File: config.mk
export PLATFORM = sky130hd
export DESIGN_NAME = i2c_reg_bridge
export DESIGN_NICKNAME = d
export VERILOG_FILES = /design/src/rtl/i2c_bridge_pkg.sv /design/src/rtl/i2c_bridge_decode.sv /design/src/rtl/i2c_bridge_seq.sv /design/src/rtl/i2c_bridge_cmdreg.sv /design/src/rtl/i2c_reg_bridge.sv
export SDC_FILE = /design/constraint.sdc
export NUM_CORES = 1
export LEC_CHECK = 0
export CORE_MARGIN = 1.5
export CORE_UTILIZATION = 55
export CTS_CLUSTER_DIAMETER = 100
export CTS_CLUSTER_SIZE = 12
export DETAILED_ROUTE_END_ITERATION = 10
export DONT_BUFFER_PORTS = 1
export HOLD_SLACK_MARGIN = 0.12
export MAX_ROUTING_LAYER = met4
export PLACE_DENSITY_LB_ADDON = 0.2
export SETUP_SLACK_MARGIN = 0.1
export SYNTH_ARGS = -nofsm -noshare
export SYNTH_HDL_FRONTEND = slang
export SYNTH_HIERARCHICAL = 1
export SYNTH_SLANG_ARGS = --single-unit
File: constraint.sdc
create_clock -name clk -period 2.6 [get_ports clk]
set_input_delay 0.13 -clock clk [delete_from_list [all_inputs] [get_ports clk]]
set_output_delay 0.13 -clock clk [all_outputs]
set_load 0.005 [all_outputs]
File: src/rtl/i2c_bridge_pkg.sv
package i2c_bridge_pkg;

    localparam int CMD_W     = 64;
    localparam int DATA_W    = 32;
    localparam int REG_W     = 8;
    localparam int NUM_REGS  = 7;
    localparam int EOP_LSB   = 32;
    localparam int EOP_W     = 3;
    localparam int RD_BIT    = 56;
    localparam int OP_LSB    = 57;
    localparam int OP_W      = 4;
    localparam int V_BIT     = 63;

    localparam logic [OP_W-1:0] OP_DIRECT = 4'd6;

    // Positions on the one-hot core select bus
    localparam int SEL_SLAVE     = 0;
    localparam int SEL_DATA      = 1;
    localparam int SEL_CTL       = 2;
    localparam int SEL_CLKCTL    = 3;
    localparam int SEL_STATUS    = 4;
    localparam int SEL_SLAVE_EXT = 5;
    localparam int SEL_RESET     = 6;

    typedef struct packed {
        logic                legal;
        logic                is_rd;
        logic [NUM_REGS-1:0] sel;
        logic [REG_W-1:0]    wdata;
    } access_t;

    typedef enum logic [1:0] {
        SEQ_IDLE    = 2'd0,
        SEQ_ISSUE   = 2'd1,
        SEQ_CAPTURE = 2'd2
    } seq_state_e;

    // Sub-index plus direction -> one-hot register; zero when nothing is mapped
    function automatic logic [NUM_REGS-1:0] sel_for(input logic [EOP_W-1:0] idx,
                                                    input logic rd);
        logic [NUM_REGS-1:0] s;
        s = '0;
        case (idx)
            3'd0:    s[SEL_SLAVE]     = 1'b1;
            3'd1:    s[SEL_DATA]      = 1'b1;
            3'd2:    s[SEL_CTL]       = 1'b1;
            3'd3:    s[rd ? SEL_STATUS : SEL_CLKCTL] = 1'b1;
            3'd4:    s[SEL_SLAVE_EXT] = 1'b1;
            3'd7:    s[SEL_RESET]     = 1'b1;
            default: s = '0;
        endcase
        return s;
    endfunction

endpackage

File: src/rtl/i2c_bridge_decode.sv
module i2c_bridge_decode
    import i2c_bridge_pkg::*;
#(
    parameter int P_OP_W  = OP_W,
    parameter int P_EOP_W = EOP_W,
    parameter int P_REG_W = REG_W
) (
    input  logic [P_OP_W-1:0]  op,
    input  logic               rd,
    input  logic [P_EOP_W-1:0] eop,
    input  logic [P_REG_W-1:0] data_lo,
    output access_t            acc
);
    logic [NUM_REGS-1:0] sel_raw;

    always_comb begin
        sel_raw   = sel_for(eop, rd);
        acc.legal = (op == OP_DIRECT) && (|sel_raw);
        acc.is_rd = rd;
        acc.sel   = acc.legal ? sel_raw : '0;
        acc.wdata = data_lo;
    end
endmodule

File: src/rtl/i2c_bridge_seq.sv
module i2c_bridge_seq
    import i2c_bridge_pkg::*;
#(
    parameter int P_NUM_REGS = NUM_REGS,
    parameter int P_REG_W    = REG_W
) (
    input  logic                  clk,
    input  logic                  rst,
    input  logic                  launch,
    input  access_t               acc,
    output logic                  core_req,
    output logic [P_NUM_REGS-1:0] core_sel,
    output logic                  core_we,
    output logic [P_REG_W-1:0]    core_wdata,
    output logic                  done,
    output logic                  load_rd,
    output logic                  load_zero
);
    seq_state_e state_q, state_d;

    always_comb begin
        state_d   = state_q;
        core_req  = 1'b0;
        done      = 1'b0;
        load_rd   = 1'b0;
        load_zero = 1'b0;
        case (state_q)
            SEQ_IDLE:    if (launch) state_d = SEQ_ISSUE;
            SEQ_ISSUE: begin
                if (acc.legal) begin
                    core_req = 1'b1;
                    state_d  = SEQ_CAPTURE;
                end else begin
                    done      = 1'b1;
                    load_zero = 1'b1;
                    state_d   = SEQ_IDLE;
                end
            end
            SEQ_CAPTURE: begin
                done    = 1'b1;
                load_rd = acc.is_rd;
                state_d = SEQ_IDLE;
            end
            default:     state_d = SEQ_IDLE;
        endcase
        core_sel   = core_req ? acc.sel : '0;
        core_we    = core_req & ~acc.is_rd;
        core_wdata = core_req ? acc.wdata : '0;
    end

    always_ff @(posedge clk) begin
        if (rst) state_q <= SEQ_IDLE;
        else     state_q <= state_d;
    end

    assert_one_sel_R4: assert property (@(posedge clk) disable iff (rst)
        core_req |-> ($countones(core_sel) == 1));
    assert_quiet_sel_R4: assert property (@(posedge clk) disable iff (rst)
        !core_req |-> (core_sel == '0));
    assert_single_req_R6: assert property (@(posedge clk) disable iff (rst)
        core_req |=> !core_req);
endmodule

File: src/rtl/i2c_bridge_cmdreg.sv
module i2c_bridge_cmdreg
    import i2c_bridge_pkg::*;
#(
    parameter int P_CMD_W  = CMD_W,
    parameter int P_DATA_W = DATA_W,
    parameter int P_REG_W  = REG_W
) (
    input  logic               clk,
    input  logic               rst,
    input  logic               host_we,
    input  logic [P_CMD_W-1:0] host_wdata,
    input  logic               done,
    input  logic               load_rd,
    input  logic               load_zero,
    input  logic [P_REG_W-1:0] rd_byte,
    output logic [P_CMD_W-1:0] word_q,
    output logic               launch
);
    localparam int PAD_W = P_DATA_W - P_REG_W;

    assign launch = host_we && host_wdata[V_BIT] && !word_q[V_BIT];

    always_ff @(posedge clk) begin
        if (rst) begin
            word_q <= '0;
        end else if (launch) begin
            word_q <= host_wdata;
        end else if (done) begin
            word_q[V_BIT] <= 1'b0;
            if (load_zero)
                word_q[P_DATA_W-1:0] <= '0;
            else if (load_rd)
                word_q[P_DATA_W-1:0] <= {{PAD_W{1'b0}}, rd_byte};
        end
    end

    assert_accept_R2: assert property (@(posedge clk) disable iff (rst)
        launch |=> (word_q == $past(host_wdata)));
    assert_busy_hold_R3: assert property (@(posedge clk) disable iff (rst)
        (word_q[V_BIT] && !done) |=> $stable(word_q));
endmodule

File: src/rtl/i2c_reg_bridge.sv
module i2c_reg_bridge
    import i2c_bridge_pkg::*;
#(
    parameter int P_CMD_W    = CMD_W,
    parameter int P_DATA_W   = DATA_W,
    parameter int P_REG_W    = REG_W,
    parameter int P_NUM_REGS = NUM_REGS
) (
    input  logic                  clk,
    input  logic                  rst,
    input  logic                  host_we,
    input  logic [P_CMD_W-1:0]    host_wdata,
    output logic [P_CMD_W-1:0]    host_rdata,
    output logic                  core_req,
    output logic [P_NUM_REGS-1:0] core_sel,
    output logic                  core_we,
    output logic [P_REG_W-1:0]    core_wdata,
    input  logic [P_REG_W-1:0]    core_rdata
);
    logic [P_CMD_W-1:0] word_q;
    logic    launch, done, load_rd, load_zero;
    access_t acc;

    i2c_bridge_cmdreg #(.P_CMD_W(P_CMD_W), .P_DATA_W(P_DATA_W), .P_REG_W(P_REG_W)) u_cmd (
        .clk(clk), .rst(rst), .host_we(host_we), .host_wdata(host_wdata),
        .done(done), .load_rd(load_rd), .load_zero(load_zero),
        .rd_byte(core_rdata), .word_q(word_q), .launch(launch)
    );

    i2c_bridge_decode #(.P_OP_W(OP_W), .P_EOP_W(EOP_W), .P_REG_W(P_REG_W)) u_dec (
        .op(word_q[OP_LSB +: OP_W]), .rd(word_q[RD_BIT]),
        .eop(word_q[EOP_LSB +: EOP_W]), .data_lo(word_q[P_REG_W-1:0]), .acc(acc)
    );

    i2c_bridge_seq #(.P_NUM_REGS(P_NUM_REGS), .P_REG_W(P_REG_W)) u_seq (
        .clk(clk), .rst(rst), .launch(launch), .acc(acc),
        .core_req(core_req), .core_sel(core_sel), .core_we(core_we),
        .core_wdata(core_wdata), .done(done), .load_rd(load_rd), .load_zero(load_zero)
    );

    assign host_rdata = word_q;

    assert_clear_R8: assert property (@(posedge clk) disable iff (rst)
        core_req |=> (host_rdata[V_BIT] ##1 !host_rdata[V_BIT]));
    assert_idle_bus_R9: assert property (@(posedge clk) disable iff (rst)
        !host_rdata[V_BIT] |-> !core_req);
endmodule

* Word level (Yosys, flattened, before mapping)
Cells that the tools add are included.
Word-level totals: register bits 66, word-level logic and storage cells 55
Operators by class: reduce and logical (&&, ||, !) cells 11, multiplexer cells 27, bitwise gates (word level) 2, $lt $le $gt $ge 2, equality and inequality tests 9
Operators with widths (count):
- 32-bit 2-to-1 mux | 4
- 32-bit by 1-bit >= comparator with 1-bit output (second input constant) | 1
- 32-bit by 5-bit < comparator with 1-bit output (second input constant) | 1
- 7-bit 2-to-1 mux | 2
- 1-bit case mux with 2 select lines | 6
- 1-bit 2-to-1 mux | 8
- 8-bit 2-to-1 mux | 1
- 7-bit OR reduction | 1
- 3-bit by 2-bit equality test with 1-bit output (second input constant) | 2
- 3-bit equality test (second input constant) | 2
- 2-bit 2-to-1 mux | 3
- 4-bit by 3-bit equality test with 1-bit output (second input constant) | 1
- 1-bit logical AND | 4
- 2-bit case mux with 2 select lines | 1
- 1-bit demux with 3-bit select | 1
- 3-bit by 1-bit equality test with 1-bit output (second input constant) | 1
- 3-bit zero test | 1
- 3-bit 2-to-1 mux | 1
- 3-bit nonzero test | 1
- 2-bit by 1-bit equality test with 1-bit output (second input constant) | 1
- 2-bit equality test (second input constant) | 1
- 2-bit zero test | 1
- 2-bit inequality test (second input constant) | 1
- 2-bit AND reduction | 1
- 4 further kinds | 4

* Logic depth before layout (Yosys ltp)
word-level depth 13, depth in mapped cells 9

* By module
The synthesis kept the hierarchy.
By module, submodules not included:
- i2c_bridge_cmdreg | area each 2402.3 µm², cells each 292, seq. area each 1281.2 µm², times used 1
- i2c_bridge_seq | area each 277.8 µm², cells each 35, seq. area each 40.0 µm², times used 1
- i2c_bridge_decode | area each 188.9 µm², cells each 24, seq. area each 0.0 µm², times used 1

* Worst setup path before layout
Ideal clock, no wire load.
path kind register to register, start register u_cmd.word_q[60], end register u_cmd.word_q[0], setup time 0.091 ns, stages on the path, launching flop included 9, period minus slack after synthesis 1.926 ns, arrival time 1.835 ns, path slack 0.674 ns, path through dfxtp_1 -> nand4bb_1 -> buf_6 -> a21oi_1 -> and2b_2 -> buf_6 -> o21ai_4 -> nand2_2 -> a311oi_1
RTL lines:
- start, declared | line i2c_bridge_cmdreg.sv:16 | output logic [P_CMD_W-1:0] word_q,
- start signal, assigned | line i2c_bridge_cmdreg.sv:27 | word_q <= host_wdata;
- start signal, assigned by index | line i2c_bridge_cmdreg.sv:33 | word_q[P_DATA_W-1:0] <= {{PAD_W{1'b0}}, rd_byte};

==> results.json <==
{
  "status": "finished, final reports clean",
  "htreeDepth": 3,
  "timing.fmax_ghz": 0.430,
  "required_ns": 2.84,
  "clkPwrFrac": 0.368,
  "critPathMaxStageDelay_ns": 0.54,
  "grt_use_total": 0.257,
  "peakVddDrop_uv": 414,
  "fillers": 376,
  "power_density_mw_per_mm2": 603,
  "power_leakage_nw": 1.39,
  "drc": 0,
  "path_cells": "xor2_1 -> a21oi_1 -> and2b_2 -> o21a_1 -> o21a_1 -> nor3_1 -> a311oi_1",
  "end_kind": "flip-flop",
  "crit_top_cell": "o21a_1",
  "ant_nets": 0,
  "first_pass_iters": 5,
  "final_cell_mix": "95 x nand2_1, 71 x dlygate4sd3_1, 66 x dfxtp_1, 57 x a21oi_1, 25 x nand3_1",
  "cts_made_buffers": 9,
  "finalMaxSlewViolations": 0,
  "critPathKind": "flip-flop to flip-flop",
  "slowest_stage": "dfxtp_1",
  "grt_pass1_wl_um": 10600,
  "coreArea_mm2": 0.00507,
  "initial_utilization": 0.565,
  "grt_start_max_net_pins": 67,
  "globalplace.congestion": 0.723,
  "min_period_ns": 2.32,
  "synth_area_per_cell_um2": 8.17,
  "hold_class": "input pin to flip-flop",
  "syn_inst": 351,
  "post_drt_wl_per_cell_um": 16.0,
  "hpwl_um": 4220,
  "cp_num_buf_inv": 0,
  "clkTransAtPathRegs_ns": 0.07,
  "design.die.area_mm2": 0.00566,
  "intPower_mw": 1.65,
  "clk_latency_ns": 0.34,
  "fin_tns_setup_ns": 0,
  "p_switching_mw": 0.581,
  "skew_ns": 0.00419,
  "drv_cap": 0,
  "placementRows": 26,
  "io_pins": 156,
  "cp.arrival_ns": 2.56,
  "cp_top_family": "compound AO/OA/AOI/OAI gates",
  "wl_um": 7660,
  "layout-drive-gt1-share": 0.0907,
  "n_antenna_cell": 0,
  "die_width_um": 75.2,
  "final_nets": 482,
  "grt_antenna_before_repair": 0,
  "switching_share": 0.261,
  "power_frac_seq": 0.501,
  "period_share": 0.894,
  "rsz0062_at_grt": "no",
  "cts_root_buffer": "clkbuf_8",
  "first_global_vias": 2297,
  "hold_viol": 0,
  "crit_path_max_fanout": 12,
  "ys_seq_area_frac": 0.461,
  "dr.first_iter.drc_count": 161,
  "synth-seq-cells": 66,
  "syn_area_mm2": 0.00287,
  "yosys_warnings": 6,
  "die_h_um": 75.2,
  "area_growth_pct": 28.9,
  "final_common_cell": "nand2_1",
  "power_mw": 2.23,
  "num_vias": 2668,
  "io_buffers": 0,
  "start_kind": "flip-flop",
  "clock-sinks": 66,
  "cts.path.max_buffers": 2,
  "tightest_slew_ns": 0.554,
  "via_per_inst": 5.58,
  "ys_types": 32,
  "syn_nets": 430,
  "combPwrFrac": 0.131,
  "slew_headroom": 0.631,
  "cts_tree": "done",
  "finalSetupViolCount": 0,
  "grt.overflow.total": 0
}
[final cells by class]
| type | instances | area (um2) | share of cell area |
|---|---|---|---|
| flip-flops and latches | 66 | 1320 | 0.357 |
| multi-input cells | 246 | 1320 | 0.356 |
| repair buffers | 77 | 776 | 0.210 |
| clock buffers | 10 | 128 | 0.0345 |
| well taps | 70 | 87.6 | 0.0237 |
| clock inverters | 6 | 57.6 | 0.0156 |
| inverters | 3 | 12.5 | 0.00338 |
[registers in the layout, indices dropped and copies added (netlist names)]
name,count
u_cmd/word_q,64
u_seq/state_q,2
[synth_stat cells]
library cell  count  share of area
nand2b_1          3         0.0065
dfxtp_1          66           0.46
o21ai_4           1         0.0057
and3_1           10          0.022
clkinv_2          1         0.0017
nor3_1           10          0.017
nor2_1            3         0.0039
and2_1            1         0.0022
xor2_1            1         0.0031
a311oi_1          8          0.024
ha_1              4          0.017
and2_2            1         0.0026
a21oi_1          57          0.099
mux2i_1           2         0.0070
nand3b_4          1         0.0070
nor2b_1           1         0.0022
nand3b_1          8          0.021
buf_2            12          0.021
nor4_1            1         0.0022
inv_1             2         0.0026
nand3_1          25          0.044
buf_6             4          0.016
clkbuf_1          8          0.010
nand4bb_1         1         0.0039
nor4b_2           3          0.016
and2b_2           1         0.0031
clkbuf_2          1         0.0017
o21a_1            2         0.0052
buf_4            12          0.031
nand2_1          95           0.12
nand2_2           1         0.0022
and3_2            5          0.013
[worst reg2reg max path: stages, from the launching register on]
cell	delay [ns]
dfxtp_1	0.54
xor2_1	0.19
a21oi_1	0.10
and2b_2	0.37
o21a_1	0.28
o21a_1	0.34
nor3_1	0.10
a311oi_1	0.30
[power by group through the flow]
stage	Combinational (mW)	Clock, mW	Sequential (mW)
after floorplan	0.189	0	1.13
after global placement	0.171	0	1.14
after detailed placement	0.176	0	1.14
after CTS	0.282	0.835	1.12
after global routing	0.320	0.874	1.12
final	0.291	0.821	1.12
[kinds of logic (layout without fill, tap and decap cells)]
logic type / after synthesis / after routing / synth area share
AOI/OAI and AO/OA: 68 / 69 / 0.135
xor gates and xnor gates: 1 / 1 / 0.00305
adders and majority gates: 4 / 4 / 0.0174
buffers and inverters: 40 / 96 / 0.0846
DFF: 66 / 66 / 0.461
muxes: 2 / 2 / 0.00698
and+or+nand+nor: 170 / 170 / 0.293
[routing by layer]
metal | vias up | share of wire | track usage
li1 | 1285 | - | -
met1 | 1246 | 0.40 | 0.281
met2 | 121 | 0.51 | 0.431
met3 | 16 | 0.071 | 0.0750
met4 | 0 | 0.022 | 0.117
met5 | - | 0 | -
[path summary, 6_finish.rpt]
check                                  endpoint  slack, ns                     startpoint  cells after the start
setup / recovery   u_cmd/word_q[5]$_SDFFE_PP0P_       0.28  u_cmd/word_q[32]$_SDFFE_PP0P_                      7
setup reg to reg   u_cmd/word_q[5]$_SDFFE_PP0P_       0.28  u_cmd/word_q[32]$_SDFFE_PP0P_                      7
hold / removal    u_seq/state_q[0]$_SDFFE_PP0P_       0.14                            rst                      2
hold reg to reg   u_cmd/word_q[37]$_SDFFE_PP0P_       0.48  u_cmd/word_q[37]$_SDFFE_PP0P_                      2
[through the flow]
stage	instances	instance area [um2]	hold slack (ns)	utilization	setup slack, ns
detailed placement	389	2760	0.205	0.545	0.283
global placement	389	2760	0.204	0.545	0.359
global route	478	3700	0.141	0.729	0.0979
floorplan	351	2870	0.202	-	0.674
finish	478	3700	0.136	0.729	0.276
CTS	477	3690	0.136	0.727	0.261
[repair_timing]
action                                  4_1_cts  5_1_grt
endpoints found under the hold margin        66        0
endpoints found under the setup margin        0        8
hold buffers                                 72        0
resized for setup                             0        1
buffers inserted                              0        0
No activity file was read; power rests on OpenSTA's default activity.
